## config.mk

```make
export PLATFORM = sky130hd
export DESIGN_NAME = ioreq_wb_master
export DESIGN_NICKNAME = d
export VERILOG_FILES = /design/src/rtl/ioreq_pkg.sv /design/src/rtl/ioreq_size_decode.sv /design/src/rtl/ioreq_burst_engine.sv /design/src/rtl/ioreq_resp_gen.sv /design/src/rtl/ioreq_wb_master.sv
export SDC_FILE = /design/constraint.sdc
export NUM_CORES = 1
export LEC_CHECK = 0
export ABC_AREA = 0
export BUFFER_PORTS_ARGS = -buffer_cell sky130_fd_sc_hd__buf_2
export CAP_MARGIN = 20
export CORE_AREA = 2 2 171 173
export CTS_CLUSTER_SIZE = 24
export DETAILED_ROUTE_END_ITERATION = 12
export DIE_AREA = 0 0 173 175
export GPL_TIMING_DRIVEN = 0
export HOLD_SLACK_MARGIN = 0.15
export SKIP_CTS_REPAIR_TIMING = 1
export SLEW_MARGIN = 30
export SYNTH_ARGS = -nofsm -noshare
export SYNTH_HDL_FRONTEND = slang
export SYNTH_SLANG_ARGS = --single-unit
```

## constraint.sdc

```tcl
create_clock -name clk -period 2.2 [get_ports clk]
set_input_delay 0.22 -clock clk [delete_from_list [all_inputs] [get_ports clk]]
set_output_delay 0.22 -clock clk [all_outputs]
set_load 0.05 [all_outputs]
```

## src/rtl/ioreq_pkg.sv

```systemverilog
package ioreq_pkg;

  typedef enum logic [1:0] {
    ENG_IDLE = 2'd0,
    ENG_BEAT = 2'd1,
    ENG_GAP  = 2'd2
  } eng_state_t;

  localparam logic [3:0] RSP_OK   = 4'b0000;
  localparam logic [3:0] RSP_FAIL = 4'b0111;

  localparam int BYTES_PER_BEAT = 8;

endpackage

```

## src/rtl/ioreq_size_decode.sv

```systemverilog
module ioreq_size_decode #(
  parameter int LANES = 8,
  parameter int CW    = 6
) (
  input  logic [3:0]       size_code,
  input  logic             wptr,
  output logic [CW-1:0]    beats,
  output logic [LANES-1:0] lanes
);

  localparam int LW = $clog2(LANES);

  logic [LW-1:0] first_lane;
  logic [LW-1:0] last_lane;

  // Lane window, counted from the most significant select bit.
  always_comb begin
    first_lane = '0;
    last_lane  = LW'(LANES - 1);
    if (!wptr) begin
      unique case (size_code)
        4'd0, 4'd1, 4'd2, 4'd3: begin
          first_lane = LW'(size_code);
          last_lane  = LW'(size_code);
        end
        4'd4:  last_lane = LW'(1);
        4'd6:  begin first_lane = LW'(2); last_lane = LW'(3); end
        4'd5:  last_lane = LW'(2);
        4'd8:  last_lane = LW'(3);
        4'd7:  last_lane = LW'(4);
        4'd9:  last_lane = LW'(5);
        4'd10: last_lane = LW'(6);
        default: ;
      endcase
    end else begin
      unique case (size_code)
        4'd0, 4'd1, 4'd2, 4'd3: begin
          first_lane = LW'(size_code + 4'd4);
          last_lane  = LW'(size_code + 4'd4);
        end
        4'd4:  begin first_lane = LW'(4); last_lane = LW'(5); end
        4'd6:  first_lane = LW'(6);
        4'd5:  first_lane = LW'(5);
        4'd8:  first_lane = LW'(4);
        4'd7:  first_lane = LW'(3);
        4'd9:  first_lane = LW'(2);
        4'd10: first_lane = LW'(1);
        default: ;
      endcase
    end
  end

  for (genvar g = 0; g < LANES; g++) begin : g_lane
    assign lanes[LANES-1-g] = (LW'(g) >= first_lane) && (LW'(g) <= last_lane);
  end

  // Beat count: one below code 11, then groups of four doublewords.
  always_comb begin
    if (size_code < 4'd11) begin
      beats = CW'(1);
    end else if (size_code == 4'd11) begin
      beats = wptr ? CW'(2) : CW'(1);
    end else begin
      beats = CW'({size_code[1:0], 3'b100}) + (wptr ? CW'(4) : CW'(0));
    end
  end

endmodule

```

## src/rtl/ioreq_burst_engine.sv

```systemverilog
module ioreq_burst_engine
  import ioreq_pkg::*;
#(
  parameter int AW    = 31,
  parameter int CW    = 6,
  parameter int LANES = 8
) (
  input  logic             clk,
  input  logic             rst,
  input  logic             start,
  input  logic             start_write,
  input  logic [AW-1:0]    start_adr,
  input  logic [CW-1:0]    start_beats,
  input  logic [LANES-1:0] start_lanes,
  input  logic             wb_ack,
  input  logic             wb_err,
  output logic             idle,
  output logic             wb_cyc,
  output logic             wb_stb,
  output logic             wb_we,
  output logic [AW-1:0]    wb_adr,
  output logic [LANES-1:0] wb_sel,
  output logic             pay_next,
  output logic             beat_done,
  output logic             burst_end,
  output logic             burst_fail
);

  eng_state_t    state;
  logic [CW-1:0] left;

  wire in_beat = (state == ENG_BEAT);

  assign idle       = (state == ENG_IDLE);
  assign beat_done  = in_beat && wb_ack && !wb_err;
  assign burst_fail = in_beat && wb_err;
  assign burst_end  = burst_fail || (beat_done && (left == '0));

  always_ff @(posedge clk) begin
    if (rst) begin
      state    <= ENG_IDLE;
      wb_cyc   <= 1'b0;
      wb_stb   <= 1'b0;
      wb_we    <= 1'b0;
      wb_adr   <= '0;
      wb_sel   <= '0;
      left     <= '0;
      pay_next <= 1'b0;
    end else begin
      pay_next <= 1'b0;
      unique case (state)
        ENG_IDLE: begin
          if (start) begin
            wb_cyc <= 1'b1;
            wb_stb <= 1'b1;
            wb_we  <= start_write;
            wb_adr <= start_adr;
            wb_sel <= start_lanes;
            left   <= start_beats - CW'(1);
            state  <= ENG_BEAT;
          end
        end
        ENG_BEAT: begin
          if (wb_err) begin
            wb_cyc <= 1'b0;
            wb_stb <= 1'b0;
            state  <= ENG_IDLE;
          end else if (wb_ack) begin
            pay_next <= wb_we;
            wb_adr   <= wb_adr + AW'(1);
            wb_stb   <= 1'b0;
            if (left == '0) begin
              wb_cyc <= 1'b0;
              state  <= ENG_IDLE;
            end else begin
              left  <= left - CW'(1);
              state <= ENG_GAP;
            end
          end
        end
        ENG_GAP: begin
          wb_stb <= 1'b1;
          state  <= ENG_BEAT;
        end
        default: state <= ENG_IDLE;
      endcase
    end
  end

endmodule

```

## src/rtl/ioreq_resp_gen.sv

```systemverilog
module ioreq_resp_gen
  import ioreq_pkg::*;
#(
  parameter int DW  = 64,
  parameter int IDW = 16,
  parameter int TW  = 8,
  parameter int CW  = 6
) (
  input  logic           clk,
  input  logic           rst,
  input  logic           start,
  input  logic           start_write,
  input  logic           start_want,
  input  logic [TW-1:0]  start_tid,
  input  logic [IDW-1:0] start_src,
  input  logic [IDW-1:0] start_dst,
  input  logic           beat_done,
  input  logic           burst_end,
  input  logic           burst_fail,
  input  logic [DW-1:0]  rd_word,
  output logic           rsp_valid,
  output logic [3:0]     rsp_status,
  output logic [TW-1:0]  rsp_tid,
  output logic [IDW-1:0] rsp_src,
  output logic [IDW-1:0] rsp_dst,
  output logic [CW-1:0]  rsp_len,
  output logic           rsp_data_valid,
  output logic [DW-1:0]  rsp_data
);

  logic           wr_q;
  logic           want_q;
  logic [TW-1:0]  tid_q;
  logic [IDW-1:0] src_q;
  logic [IDW-1:0] dst_q;
  logic [CW-1:0]  got;

  wire take_word = beat_done && !wr_q;

  always_ff @(posedge clk) begin
    if (rst) begin
      wr_q   <= 1'b0;
      want_q <= 1'b0;
      tid_q  <= '0;
      src_q  <= '0;
      dst_q  <= '0;
      got    <= '0;
    end else if (start) begin
      wr_q   <= start_write;
      want_q <= start_want;
      tid_q  <= start_tid;
      src_q  <= start_src;
      dst_q  <= start_dst;
      got    <= '0;
    end else if (take_word) begin
      got <= got + CW'(1);
    end
  end

  always_ff @(posedge clk) begin
    if (rst) begin
      rsp_data_valid <= 1'b0;
      rsp_data       <= '0;
    end else begin
      rsp_data_valid <= take_word;
      if (take_word) rsp_data <= rd_word;
    end
  end

  always_ff @(posedge clk) begin
    if (rst) begin
      rsp_valid  <= 1'b0;
      rsp_status <= RSP_OK;
      rsp_tid    <= '0;
      rsp_src    <= '0;
      rsp_dst    <= '0;
      rsp_len    <= '0;
    end else begin
      rsp_valid <= burst_end && (!wr_q || want_q);
      if (burst_end) begin
        rsp_status <= burst_fail ? RSP_FAIL : RSP_OK;
        rsp_tid    <= tid_q;
        rsp_src    <= dst_q;
        rsp_dst    <= src_q;
        rsp_len    <= wr_q ? '0 : (got + (take_word ? CW'(1) : CW'(0)));
      end
    end
  end

endmodule

```

## src/rtl/ioreq_wb_master.sv

```systemverilog
module ioreq_wb_master
  import ioreq_pkg::*;
#(
  parameter int AW        = 31,
  parameter int DW        = 64,
  parameter int IDW       = 16,
  parameter int TW        = 8,
  parameter int MAX_BEATS = 32
) (
  input  logic           clk,
  input  logic           rst,
  input  logic           req_valid,
  output logic           req_ready,
  input  logic           req_write,
  input  logic           req_want_rsp,
  input  logic [3:0]     req_size,
  input  logic           req_wptr,
  input  logic [AW-1:0]  req_adr,
  input  logic [TW-1:0]  req_tid,
  input  logic [IDW-1:0] req_src,
  input  logic [IDW-1:0] req_dst,
  input  logic [DW-1:0]  pay_data,
  output logic           pay_next,
  output logic           wb_cyc,
  output logic           wb_stb,
  output logic           wb_we,
  output logic [AW-1:0]  wb_adr,
  output logic [DW/BYTES_PER_BEAT-1:0] wb_sel,
  output logic [DW-1:0]  wb_dat_o,
  input  logic [DW-1:0]  wb_dat_i,
  input  logic           wb_ack,
  input  logic           wb_err,
  output logic           rsp_valid,
  output logic [3:0]     rsp_status,
  output logic [TW-1:0]  rsp_tid,
  output logic [IDW-1:0] rsp_src,
  output logic [IDW-1:0] rsp_dst,
  output logic [$clog2(MAX_BEATS+1)-1:0] rsp_len,
  output logic           rsp_data_valid,
  output logic [DW-1:0]  rsp_data
);

  localparam int LANES = DW / BYTES_PER_BEAT;
  localparam int CW    = $clog2(MAX_BEATS + 1);

  logic             eng_idle;
  logic             start;
  logic [CW-1:0]    dec_beats;
  logic [LANES-1:0] dec_lanes;
  logic             beat_done;
  logic             burst_end;
  logic             burst_fail;

  assign req_ready = eng_idle;
  assign start     = req_valid && eng_idle;
  assign wb_dat_o  = pay_data;

  ioreq_size_decode #(
    .LANES (LANES),
    .CW    (CW)
  ) i_dec (
    .size_code (req_size),
    .wptr      (req_wptr),
    .beats     (dec_beats),
    .lanes     (dec_lanes)
  );

  ioreq_burst_engine #(
    .AW    (AW),
    .CW    (CW),
    .LANES (LANES)
  ) i_eng (
    .clk         (clk),
    .rst         (rst),
    .start       (start),
    .start_write (req_write),
    .start_adr   (req_adr),
    .start_beats (dec_beats),
    .start_lanes (dec_lanes),
    .wb_ack      (wb_ack),
    .wb_err      (wb_err),
    .idle        (eng_idle),
    .wb_cyc      (wb_cyc),
    .wb_stb      (wb_stb),
    .wb_we       (wb_we),
    .wb_adr      (wb_adr),
    .wb_sel      (wb_sel),
    .pay_next    (pay_next),
    .beat_done   (beat_done),
    .burst_end   (burst_end),
    .burst_fail  (burst_fail)
  );

  ioreq_resp_gen #(
    .DW  (DW),
    .IDW (IDW),
    .TW  (TW),
    .CW  (CW)
  ) i_rsp (
    .clk            (clk),
    .rst            (rst),
    .start          (start),
    .start_write    (req_write),
    .start_want     (req_want_rsp),
    .start_tid      (req_tid),
    .start_src      (req_src),
    .start_dst      (req_dst),
    .beat_done      (beat_done),
    .burst_end      (burst_end),
    .burst_fail     (burst_fail),
    .rd_word        (wb_dat_i),
    .rsp_valid      (rsp_valid),
    .rsp_status     (rsp_status),
    .rsp_tid        (rsp_tid),
    .rsp_src        (rsp_src),
    .rsp_dst        (rsp_dst),
    .rsp_len        (rsp_len),
    .rsp_data_valid (rsp_data_valid),
    .rsp_data       (rsp_data)
  );

endmodule

```

Word level (Yosys, flattened, before mapping) --
Cells that the tools add are included. W data, S select, Z words.
Storage, ports and cells: word-level logic and storage cells 137, output and inout bits 224, bits of input ports 211, register bits after elaboration 215
Operators by class: order comparisons 17, $add $sub $neg 7, bitwise logic cells 2, reductions and logical operators 35, muxes and demuxes 35, eq/ne operators 19
Operator list (number):
- $mux W31 | 3
- $pmux W31 S2 | 1
- $mux W6 | 7
- $pmux W3 S7 | 2
- $add A31 B1 Y31 const B | 1
- $eq A4 B3 Y1 const B | 4
- $eq A4 B4 Y1 const B | 4
- $logic_and A1 B1 Y1 | 15
- $ge A3 B3 Y1 const A | 4
- $le A3 B3 Y1 const A | 4
- $mux W3 | 4
- $pmux W3 S2 | 2
- $pmux W6 S2 | 1
- $sub A6 B1 Y6 const B | 2
- $mux W2 | 5
- $eq A4 B2 Y1 const B | 2
- $reduce_and A4 Y1 | 2
- $reduce_or A4 Y1 | 2
- $mux W1 | 7
- $add A5 B6 Y6 | 1
- $add A6 B1 Y6 const B | 1
- $add A6 B6 Y6 | 1
- $ge A1 B3 Y1 const A | 2
- $ge A2 B3 Y1 const A | 2
- 25 further kinds | 36

Logic depth before layout (Yosys ltp) --
depth after elaboration 7, mapped depth 11, mapped depth without buffers 9

Modules after synthesis --
From an unflattened synthesis, not the netlist that was laid out.
Second synthesis, totals: cell total of the unflattened synthesis 1153, area total of the unflattened synthesis 9783.1 um2
By module, submodules not included:
- ioreq_resp_gen | cells each 622, area each 5750.5 um2, instances 1, sequential area each 3223.1 um2
- ioreq_burst_engine | cells each 416, area each 3243.1 um2, instances 1, sequential area each 1021.0 um2
- ioreq_wb_master | cells each 65, area each 486.7 um2, instances 1, sequential area each 0.0 um2
- ioreq_size_decode | cells each 50, area each 302.8 um2, instances 1, sequential area each 0.0 um2

Least setup slack after synthesis --
No wires, ideal clock.
kind reg-to-reg, start point register i_eng.wb_adr[0], end point register i_eng.wb_adr[30], period minus slack after synthesis 2585 ps, cell stages (with the launch flop) 8, path slack -385 ps, library setup time 73 ps, required time 2127 ps, buffers on the path 1, data arrival time 2511 ps, cells stage by stage dfxtp_1 > ha_1 > and4_1 > buf_4 > nand4_4 > or4_4 > or4_4 > o211ai_2
On the way: longest elaborated chain between the ends 4
RTL lines:
- start: declaration | RTL line ioreq_burst_engine.sv:21 | output logic [AW-1:0] wb_adr,
- start signal: assignment | RTL line ioreq_burst_engine.sv:57 | wb_adr <= start_adr;
- start signal: assignment | RTL line ioreq_burst_engine.sv:70 | wb_adr <= wb_adr + AW'(1);
- $add A31 B1 Y31 | RTL line ioreq_burst_engine.sv:70
- $mux W31 | RTL line ioreq_burst_engine.sv:68 | end else if (wb_ack) begin
- $mux W31 | RTL line ioreq_burst_engine.sv:64 | if (wb_err) begin
- $pmux W31 S2 | RTL line ioreq_burst_engine.sv:51 | unique case (state)
Every way passes these cells. The select of a mux whose other input is x is not followed. A chain may end at the register's enable or synchronous reset.

Worst setup path in the final report --
start point register i_eng.state[1], end point register i_rsp.rsp_len[4]
On the way: longest elaborated chain between the ends 7, elaborated cells on any way between the ends 10, those cells by class 1 x add/sub; 1 x eq/ne; 2 x mux; 6 x reduce/logical
RTL lines:
- start: declaration | RTL line ioreq_burst_engine.sv:29 | eng_state_t state;
- start signal: assignment | RTL line ioreq_burst_engine.sv:41 | state <= ENG_IDLE;
- start signal: assignment | RTL line ioreq_burst_engine.sv:60 | state <= ENG_BEAT;
- start signal: assignment | RTL line ioreq_burst_engine.sv:67 | state <= ENG_IDLE;
- $eq A2 B1 Y1 | RTL line ioreq_burst_engine.sv:32 | wire in_beat = (state == ENG_BEAT);
- $logic_and A1 B1 Y1 (2 in series) | RTL line ioreq_burst_engine.sv:35 | assign beat_done = in_beat && wb_ack && !wb_err;
- $logic_and A1 B1 Y1 | RTL line ioreq_resp_gen.sv:38 | wire take_word = beat_done && !wr_q;
- named net i_rsp.take_word | RTL line ioreq_resp_gen.sv:38
- $mux W1 | RTL line ioreq_resp_gen.sv:85 | rsp_len <= wr_q ? '0 : (got + (take_word ? CW'(1) : CW'(0)));
- $add A6 B6 Y6 | RTL line ioreq_resp_gen.sv:85
- $mux W6 | RTL line ioreq_resp_gen.sv:85
- end signal: assignment | RTL line ioreq_resp_gen.sv:85
- end: declaration | RTL line ioreq_resp_gen.sv:26 | output logic [CW-1:0] rsp_len,
The timed path passes the listed nets, and every way through them passes these cells.

==> results.rst <==
.. list-table::
   :header-rows: 1

   * - Metric
     - Value
   * - Status
     - finished clean
   * - Final HPWL DP
     - approximately 25000 um
   * - Global-route layer with the greatest usage
     - met2
   * - Mean area per synthesized cell
     - 7.63 um2
   * - Die width
     - 173 um
   * - Maximum clock rate
     - 457 MHz
   * - Reg-to-reg endpoint
     - i_rsp.rsp_len[4]$_SDFFE_PP0P_
   * - Global Route met1 Usage
     - 0.274
   * - Normalized max-slew margin
     - 0.410
   * - Clock Path Buffers
     - 3
   * - Switch Pwr
     - around 0.0032 W
   * - Commonest non-fill, non-tap cells in the layout
     - sky130_fd_sc_hd__buf_2 (371), sky130_fd_sc_hd__nand2_1 (352), sky130_fd_sc_hd__dfxtp_1 (195)
   * - Total vias in the final route
     - 10600
   * - Startpoint of the most critical hold path
     - req_adr[7]
   * - LEAKAGE
     - 6.20 nW
   * - Async SR Flop Fraction
     - 0
   * - Worst hold-check path type
     - in2reg
   * - Distinct cell type count of the synthesized netlist
     - 61
   * - CP endpoint kind
     - flip-flop
   * - Capture endpoint of the worst hold path
     - i_eng.wb_adr[7]$_SDFFE_PP0P_
   * - Total standard cell area after synthesis
     - between 9000 and 10000 um2
   * - FF+latch count, synth
     - between 200 and 250
   * - Number of violations of the max-capacitance limit
     - 0
   * - Number of antenna violations at the first check in global routing
     - 0
   * - Critical Path Fanout Max
     - 6
   * - Reg2reg path depth
     - 11
   * - Global-route wire length before repair
     - between 50000 and 60000 um
   * - Wire length per cell after detailed routing
     - between 15 and 20 um
   * - Fraction of power spent switching nets
     - 0.300
   * - Clk Tree Root Cell
     - sky130_fd_sc_hd__clkbuf_16
   * - Biggest area consumer among synthesized cells
     - sky130_fd_sc_hd__dfxtp_1
   * - Proportion of power drawn by combinational gates
     - 0.193
   * - Sink Count
     - 211
   * - Syn. warnings
     - 0
   * - Relative contribution of the clock network to total power
     - 0.420
   * - Slew at the pin closest to its max-slew limit
     - 886 ps
   * - Routing usage on met2
     - 0.352
   * - Leading cell types by total area after synthesis
     - sky130_fd_sc_hd__dfxtp_1 (46%), sky130_fd_sc_hd__nand2_1 (14%), sky130_fd_sc_hd__a21oi_1 (11%)
   * - Data arrival time at the worst-slack endpoint
     - roughly 2600 ps
   * - Pin count of the biggest net entering global routing
     - 13
   * - Number of fill cells
     - roughly 2800
   * - GR Overflow Total
     - 0
   * - Cell Int Power
     - ~0.0075 W
   * - R2R setup slack
     - ~11 ps
   * - Final Worst Setup Slack
     - ~11 ps
   * - Combined global-route utilization of all metal layers
     - 0.211
   * - RD Place Congestion
     - 0.877
   * - Floorplan Core Area
     - 28400 um2
   * - Total wire length
     - 35900 um
   * - DRC Markers
     - 0
   * - Overall die area
     - 30300 um2
   * - Area share of the largest cell type after synthesis
     - 0.457
   * - Maximum ir drop on the vdd rail
     - 492 uV
   * - Diodes inserted
     - 0
   * - Growth of design area from synthesis to finish
     - 54.2%
   * - Startpoint of the lowest-slack register-to-register path
     - i_eng.state[1]$_SDFFE_PP0P_
   * - Number of top-level design ports
     - 435
   * - Cell area after placement
     - roughly 12000 um2
   * - Hold Path Stages
     - 5
   * - Worst slack on hold paths
     - 117 ps
   * - Top_reg_cell synth
     - sky130_fd_sc_hd__dfxtp_1
   * - Sequential element share of the synthesized area
     - 0.457
   * - Number of cell rows
     - 62
   * - Residual antenna-violating net count after detailed routing
     - 0
   * - Via density per instance
     - 4.88
   * - Count of input and output buffers
     - 368
   * - Area of all placed cells without fillers
     - about 14000 um2
   * - Worst Path Class, Setup
     - reg2reg
   * - Met3 Resource Use GR
     - 0.0483
   * - TritonCTS clock tree
     - built
   * - Final critical delay including setup and external delays
     - roughly 2200 ps
   * - Clock Pin Slew Worst Setup and Hold Paths
     - ~70 ps
   * - Final max-slew violation count
     - 0
   * - Endpoints failing setup
     - 0
   * - Pre-CTS setup slack
     - -678 ps
   * - Fraction of layout cells with a size suffix above 1
     - 0.325
   * - Synthesized netlist cell count
     - 1212
   * - DRT Pass-1 Iters
     - 5
   * - DIE HEIGHT
     - approximately 180 um
   * - Initial DRC count
     - between 500 and 600
   * - Via count of the first global-routing pass
     - 9284
   * - Final hold viol count
     - 0
   * - Clk Latency, worst-skew pair
     - 530 ps
   * - Starting Density
     - 0.326
   * - Startpoint Class
     - flip-flop
   * - Setup repair after global routing missed its margin
     - true
   * - Number of synthesized flops with an enable pin
     - 0
   * - Power density over the cells
     - between 700 and 800 nW/um2
   * - Leading cell type in the layout, fill and taps excluded
     - sky130_fd_sc_hd__buf_2
   * - Final Cycle Share
     - 0.995
   * - Required time reported for the critical path endpoint
     - approximately 2700 ps
   * - Synthesized netlist net count
     - 1429
   * - Final worst clock skew
     - 14.0 ps
   * - Total clock buffers created by CTS
     - 26
   * - Count of nets after finishing
     - ~2000
   * - Sequential cell fraction of total power
     - 0.387
   * - Setup TNS
     - 0 ps
   * - H-tree lvl count
     - 1
-- sequential cells by signal, summed over array words and instances (netlist names), 8 cells and up --
signal and cells:
i_rsp.src_q 16, i_rsp.rsp_dst 16, i_eng.wb_sel 8, i_rsp.rsp_tid 8, i_rsp.rsp_src 16, i_rsp.rsp_data 64, i_rsp.tid_q 8, i_eng.wb_adr 31
i_rsp.dst_q 16
-- cell usage after synthesis, drive strengths merged, types with 7 or more instances --
cell type  count
nand2        352
dfxtp        211
a21oi        197
buf           82
clkbuf        72
nor2          50
o21ai         42
nand3         19
nor3          17
nand4         13
and3          12
a211oi        10
or3            9
nor4           8
inv            7
nand2b         7
-- worst max-delay path by stage --
stage | from | endpoint | slack [ps]
2_1_floorplan | i_eng.wb_adr[1]$_SDFFE_PP0P_ | i_eng.wb_adr[30]$_SDFFE_PP0P_ | -70
3_3_place_gp | i_eng.state[0]$_SDFFE_PP0P_ | i_eng.left[2]$_SDFFE_PP0P_ | -680
3_5_place_dp | i_eng.state[0]$_SDFFE_PP0P_ | i_eng.left[4]$_SDFFE_PP0P_ | -680
4_1_cts | i_eng.state[0]$_SDFFE_PP0P_ | i_eng.left[4]$_SDFFE_PP0P_ | -710
5_1_grt | i_eng.state[1]$_SDFFE_PP0P_ | i_rsp.rsp_len[4]$_SDFFE_PP0P_ | -60
6_report | i_eng.state[1]$_SDFFE_PP0P_ | i_rsp.rsp_len[4]$_SDFFE_PP0P_ | 10
-- through the flow --
step                       util  total power (W)  std cells
after floorplan               -          0.00544       1212
after global placement    0.409          0.00601       1964
after detailed placement  0.409          0.00603       1964
after CTS                 0.442           0.0105       2012
after global routing      0.502           0.0111       2166
final                     0.502           0.0107       2166
-- critical path: stages (launching register included) --
cell	delay (ps)
sky130_fd_sc_hd__dfxtp_4	360
sky130_fd_sc_hd__and4bb_4	380
sky130_fd_sc_hd__nand2b_4	60
sky130_fd_sc_hd__buf_6	130
sky130_fd_sc_hd__clkinvlp_4	120
sky130_fd_sc_hd__buf_8	110
sky130_fd_sc_hd__ha_4	150
sky130_fd_sc_hd__ha_4	140
sky130_fd_sc_hd__nand3_2	70
sky130_fd_sc_hd__xor2_1	150
sky130_fd_sc_hd__or3_1	320
sky130_fd_sc_hd__a21oi_1	120
-- power by group through the flow --
stage | Combinational [W] | Clock, W | Sequential [W]
finish | 0.00206 | 0.00449 | 0.00414
global route | 0.00220 | 0.00474 | 0.00416
CTS | 0.00182 | 0.00458 | 0.00413
detailed placement | 0.00182 | 0 | 0.00421
global placement | 0.00181 | 0 | 0.00421
floorplan | 0.000890 | 0 | 0.00455
-- metal layers --
metal  routed length (um)  up-vias
met4                  939        0
met1                15200     4894
met5                    0        -
li1                     -     5168
met3                 2640       58
met2                17100      449
-- layout make-up --
cell class	instances	area [um2]	share of cell area
clock buffer	37	805	0.0564
inverter	8	33.8	0.00237
tap	384	480	0.0337
buffer	152	917	0.0643
clock inverter	11	118	0.00825
sequential	211	4260	0.298
timing repair buffer	524	3350	0.235
multi-input combinational	839	4300	0.301
-- logic make-up after synthesis --
group,count (synthesis),share of synthesized area
AOI/OAI and AO/OA,306,0.187
xor gates and xnor gates,10,0.00947
adders and majority gates,7,0.00920
buffers and inverters,162,0.0946
DFF,211,0.457
muxes,5,0.00541
other,1,0.000406
and+or+nand+nor,510,0.237
(Power assumes the default switching activity.)
